==> config.mk <==
export PLATFORM = sky130hd
export DESIGN_NAME = i2c_addr_match
export DESIGN_NICKNAME = d
export VERILOG_FILES = /design/src/rtl/i2c_am_pkg.sv /design/src/rtl/i2c_am_first_dec.sv /design/src/rtl/i2c_am_lo_cmp.sv /design/src/rtl/i2c_addr_match.sv
export SDC_FILE = /design/constraint.sdc
export NUM_CORES = 1
export LEC_CHECK = 0
export CORE_AREA = 2 2 39 41
export CTS_BUF_LIST = sky130_fd_sc_hd__clkbuf_8
export CTS_CLUSTER_SIZE = 10
export DETAILED_ROUTE_END_ITERATION = 16
export DIE_AREA = 0 0 41 43
export DONT_BUFFER_PORTS = 1
export PLACE_DENSITY = 0.7
export SETUP_SLACK_MARGIN = 0.5
export SYNTH_ARGS = -nofsm -noshare
export SYNTH_HDL_FRONTEND = slang
export SYNTH_SLANG_ARGS = --single-unit
==> constraint.sdc <==
create_clock -name clk -period 1.6 [get_ports clk]
set_input_delay 0.32 -clock clk [delete_from_list [all_inputs] [get_ports clk]]
set_output_delay 0.32 -clock clk [all_outputs]
set_load 0.005 [all_outputs]
==> src/rtl/i2c_am_pkg.sv <==
package i2c_am_pkg;
    localparam int BYTE_W = 8;
    localparam int A7_W   = 7;
    localparam int A10_W  = 10;
    localparam int HI_W   = A10_W - BYTE_W;
    localparam int PFX_W  = BYTE_W - HI_W - 1;
    localparam logic [PFX_W-1:0] TEN_PFX = 5'b11110;

    typedef enum logic [2:0] {
        CLS_NONE,
        CLS_GCALL,
        CLS_OWN7,
        CLS_TEN_HI,
        CLS_TEN_RD
    } first_cls_e;

    typedef struct packed {
        logic sel;
        logic zero;
        logic dir;
        logic ack;
        logic gc;
        logic irq;
        logic hi_ok;
        logic ten_done;
    } am_state_s;
endpackage

==> src/rtl/i2c_am_first_dec.sv <==
module i2c_am_first_dec
    import i2c_am_pkg::*;
#(
    parameter bit GC_EN = 1'b1
) (
    input  logic [BYTE_W-1:0] rx_byte,
    input  logic              ten_mode,
    input  logic [A7_W-1:0]   own7,
    input  logic [HI_W-1:0]   own_hi,
    input  logic              ten_done,
    output first_cls_e        cls
);
    logic gc_hit;
    logic own7_hit;
    logic hdr_hit;

    generate
        if (GC_EN) begin : g_gc
            assign gc_hit = (rx_byte == '0);
        end else begin : g_nogc
            assign gc_hit = 1'b0;
        end
    endgenerate

    assign own7_hit = (rx_byte[BYTE_W-1:1] == own7);
    assign hdr_hit  = (rx_byte[BYTE_W-1 -: PFX_W] == TEN_PFX) &&
                      (rx_byte[HI_W:1] == own_hi);

    always_comb begin
        cls = CLS_NONE;
        if (gc_hit) begin
            cls = CLS_GCALL;
        end else if (!ten_mode) begin
            if (own7_hit) cls = CLS_OWN7;
        end else if (hdr_hit) begin
            if (!rx_byte[0])   cls = CLS_TEN_HI;
            else if (ten_done) cls = CLS_TEN_RD;
        end
    end
endmodule

==> src/rtl/i2c_am_lo_cmp.sv <==
module i2c_am_lo_cmp
    import i2c_am_pkg::*;
(
    input  logic [BYTE_W-1:0] rx_byte,
    input  logic [BYTE_W-1:0] own_lo,
    output logic              lo_hit
);
    assign lo_hit = (rx_byte == own_lo);
endmodule

==> src/rtl/i2c_addr_match.sv <==
module i2c_addr_match
    import i2c_am_pkg::*;
#(
    parameter bit GC_EN = 1'b1
) (
    input  logic              clk,
    input  logic              rst_n,
    input  logic              cfg_ten_bit,
    input  logic [A10_W-1:0]  cfg_own_addr,
    input  logic              rx_valid,
    input  logic              rx_first,
    input  logic              rx_second,
    input  logic [BYTE_W-1:0] rx_byte,
    input  logic              bus_start,
    input  logic              bus_stop,
    output logic              slv_sel,
    output logic              zero_addr,
    output logic              dir_rd,
    output logic              ack_req,
    output logic              gc_seen,
    output logic              addr_irq
);
    am_state_s  s_d, s_q;
    first_cls_e cls;
    logic       lo_hit;

    i2c_am_first_dec #(.GC_EN(GC_EN)) u_first (
        .rx_byte  (rx_byte),
        .ten_mode (cfg_ten_bit),
        .own7     (cfg_own_addr[A7_W-1:0]),
        .own_hi   (cfg_own_addr[A10_W-1 -: HI_W]),
        .ten_done (s_q.ten_done),
        .cls      (cls)
    );

    i2c_am_lo_cmp u_lo (
        .rx_byte (rx_byte),
        .own_lo  (cfg_own_addr[BYTE_W-1:0]),
        .lo_hit  (lo_hit)
    );

    always_comb begin
        s_d     = s_q;
        s_d.irq = 1'b0;
        if (bus_stop) begin
            s_d.sel      = 1'b0;
            s_d.zero     = 1'b0;
            s_d.dir      = 1'b0;
            s_d.ack      = 1'b0;
            s_d.gc       = 1'b0;
            s_d.hi_ok    = 1'b0;
            s_d.ten_done = 1'b0;
        end else if (bus_start) begin
            s_d.ack   = 1'b0;
            s_d.hi_ok = 1'b0;
        end else if (rx_valid && rx_first) begin
            s_d.hi_ok = 1'b0;
            s_d.zero  = 1'b0;
            s_d.ack   = 1'b1;
            unique case (cls)
                CLS_GCALL: begin
                    s_d.zero     = 1'b1;
                    s_d.gc       = 1'b1;
                    s_d.sel      = 1'b0;
                    s_d.dir      = 1'b0;
                    s_d.irq      = 1'b1;
                    s_d.ten_done = 1'b0;
                end
                CLS_OWN7: begin
                    s_d.sel = 1'b1;
                    s_d.dir = rx_byte[0];
                    s_d.irq = 1'b1;
                end
                CLS_TEN_HI: begin
                    s_d.sel      = 1'b0;
                    s_d.dir      = 1'b0;
                    s_d.hi_ok    = 1'b1;
                    s_d.ten_done = 1'b0;
                end
                CLS_TEN_RD: begin
                    s_d.sel = 1'b1;
                    s_d.dir = 1'b1;
                    s_d.irq = 1'b1;
                end
                default: begin
                    s_d.sel      = 1'b0;
                    s_d.ack      = 1'b0;
                    s_d.ten_done = 1'b0;
                end
            endcase
        end else if (rx_valid) begin
            s_d.ack   = 1'b0;
            s_d.hi_ok = 1'b0;
            if (s_q.hi_ok && rx_second && lo_hit) begin
                s_d.sel      = 1'b1;
                s_d.dir      = 1'b0;
                s_d.ack      = 1'b1;
                s_d.irq      = 1'b1;
                s_d.ten_done = 1'b1;
            end else if (s_q.hi_ok && rx_second) begin
                s_d.sel = 1'b0;
            end
        end
    end

    always_ff @(posedge clk or negedge rst_n) begin
        if (!rst_n) s_q <= '0;
        else        s_q <= s_d;
    end

    assign slv_sel   = s_q.sel;
    assign zero_addr = s_q.zero;
    assign dir_rd    = s_q.dir;
    assign ack_req   = s_q.ack;
    assign gc_seen   = s_q.gc;
    assign addr_irq  = s_q.irq;
endmodule

==> impl_metrics.json <==
{
  "grt.overflow.total": 0,
  "cap_violations": 0,
  "ys_warn_count": 0,
  "max_freq_mhz": 725.2,
  "postSynthCellCount": 81,
  "drt_iter0_drc": 16,
  "grt_pass1_wl_um": 2670,
  "rrSetupSlack_ns": 0.23,
  "ys_async_sr_fraction_pct": 100.0,
  "slew_viol_final": 0,
  "ys_seq_area_share_pct": 27.59,
  "arrival_ns": 1.49,
  "p_total_w": 0.0005404,
  "top_level_ports": 32,
  "stdcell_area_um2": 878.3,
  "drc": 0,
  "crit_chain": "or4_4 > nor2_4 > a211oi_2 > a211o_1 > mux2i_1",
  "drive_gt1_share_pct": 29.07,
  "cp_slowest_cell": "or4_4",
  "rsz0062_at_grt": "yes",
  "whs_ns": 0.1422,
  "period_needed_ns": 1.379,
  "clk_pin_slew_ns": 0.04,
  "die_height_um": 43,
  "synth_top_area_share_pct": 27.59,
  "final_core_utilization_pct": 63.47,
  "finClkSkew_ns": 0.0008015,
  "htree_levels": 1,
  "yosysTopAreaCell": "dfrtp_1",
  "final_common_cell": "xor2_1",
  "core_um2": 1384,
  "placed_area_um2": 778.2,
  "setup_viol": 0,
  "cp-startpoint": "rx_byte[0]",
  "nFillCells": 120,
  "cp-start-kind": "primary input",
  "ir_worst_vdd_uv": 272.0,
  "layout_common_cells": "xor2_1, dfrtp_1, nand2_1",
  "fin_crit_sh_pct": 86.18,
  "outcome": "finished clean",
  "wl_per_cell_um": 16.85,
  "cts_tree": "done",
  "grt_antenna_before_repair": 0,
  "grt_usage_pct": 22.56,
  "std_cell_rows": 14,
  "grt_pass1_vias": 665,
  "final_nets": 114,
  "die_w_um": 41,
  "via_count": 649,
  "clkLatencyLatePin_ns": 0.23,
  "min_from": "bus_stop",
  "cts_buffers": 3,
  "finalWirelength_um": 1719,
  "layout_setup_ws_ns": 0.2211,
  "slowest_delay_ns": 0.53,
  "ys_top_cells_by_area": "dfrtp_1, xor2_1, xnor2_1",
  "synth_edf_count": 0,
  "slew_headroom_pct": 75.80,
  "syn_to_final_growth_pct": 21.03,
  "syn_avg_cell_area_um2": 8.959,
  "cp.required_ns": 1.71,
  "r2r_start": "s_q[1]",
  "worst_pin_slew_ns": 0.3597,
  "place.port_buffers": 0,
  "p_leak_nw": 0.3387,
  "path_class": "primary input to flop",
  "antenna_left": 0,
  "hold_violations": 0,
  "grt_max_degree": 10,
  "clock_sinks": 8,
  "path_max_fanout": 5,
  "place.gp.congestion": 0.7363,
  "hp-class": "primary input to flop",
  "dpl.hpwl_um": 1403,
  "synthDistinctLibCells": 32,
  "die_area_um2": 1763,
  "ys_ff_latch": 8,
  "power.density_nw_per_um2": 615.2,
  "drtPass1Iterations": 4,
  "synth_area_um2": 725.7,
  "num_antenna_cells": 0,
  "synth_nets": 107,
  "end_kind": "flop",
  "place_ws_ns": -0.003534,
  "initial_core_util_pct": 52.44,
  "synth_ff_type": "dfrtp_1",
  "clock_path_buffers": 2,
  "via_per_inst": 6.363,
  "clock-root-buffer": "clkbuf_8"
}
-- cells by family (layout without fill, tap and decap cells) --
family,Yosys count,count (layout),synth area share (%)
muxes,1,1,1.379
DFF,8,8,27.59
buffers and inverters,3,8,2.585
and+or+nand+nor,36,36,31.90
AOI/OAI and AO/OA,16,16,15.00
xor gates and xnor gates,17,17,21.55
-- cells in the mapped netlist (all sizes together), types with 3 or more instances --
cell    number
xor2         9
dfrtp        8
nand2        8
xnor2        8
a21oi        5
nor2         5
nand2b       3
nand3        3
nand4        3
nor4         3
o21ai        3
-- stage by stage --
| step | setup TNS (ns) | std cells |
|---|---|---|
| 5_1_grt | 0 | 102 |
| 4_1_cts | 0 | 102 |
| 3_5_place_dp | -0.003534 | 97 |
| 2_1_floorplan | 0 | 81 |
| 3_3_place_gp | 0 | 97 |
| 6_report | 0 | 102 |
-- registers in the layout, indices dropped and copies added, names as in the netlist --
name       flops
s_q            2
addr_irq       1
zero_addr      1
ack_req        1
slv_sel        1
gc_seen        1
dir_rd         1
-- routing by layer --
metal / GRT usage (%) / vias to the layer above / routed length (um)
li1: - / 303 / -
met1: 23.70 / 300 / 615
met2: 38.44 / 39 / 915
met3: 3.665 / 7 / 124
met4: 14.00 / 0 / 63
met5: 0 / - / 0
-- power breakdown --
part / internal (W) / switching [W]
clock: 0.000163 / 0.0000784
combinational: 0.0000513 / 0.0000420
sequential: 0.000205 / 0.00000106
total: 0.000419 / 0.000121
-- layout make-up --
type	instances	area (um^2)	area share [%]
sequential	8	200.2	22.79
clock buffer	3	41.29	4.701
multi-input combinational	70	576.8	65.67
timing repair buffer	4	36.28	4.131
tap	16	20.02	2.279
inverter	1	3.754	0.4274
-- critical path: cells and delay by family --
family | cells | cell delay [ns]
simple gates | 2 | 0.68
compound gates | 2 | 0.35
mux | 1 | 0.13
-- worst paths after layout --
| check | endpoint | cells after the start |
|---|---|---|
| max in group asynchronous | s_q[1] | 1 |
| worst min register to register | gc_seen | 2 |
| worst min-delay path | zero_addr | 1 |
| min in group asynchronous | zero_addr | 1 |
| worst max register to register | s_q[0] | 4 |
| worst max-delay path | dir_rd | 5 |
-- what timing repair did --
action                                 in CTS  in global routing
pin swaps                                   2                  9
setup endpoints to repair                   8                  8
setup buffers                               1                  0
cloned                                      0                  0
gates resized for setup                     1                 10
hold buffers                                1                  0
endpoints found under the hold margin       8                  0
Power figures use the tool's default switching activity.
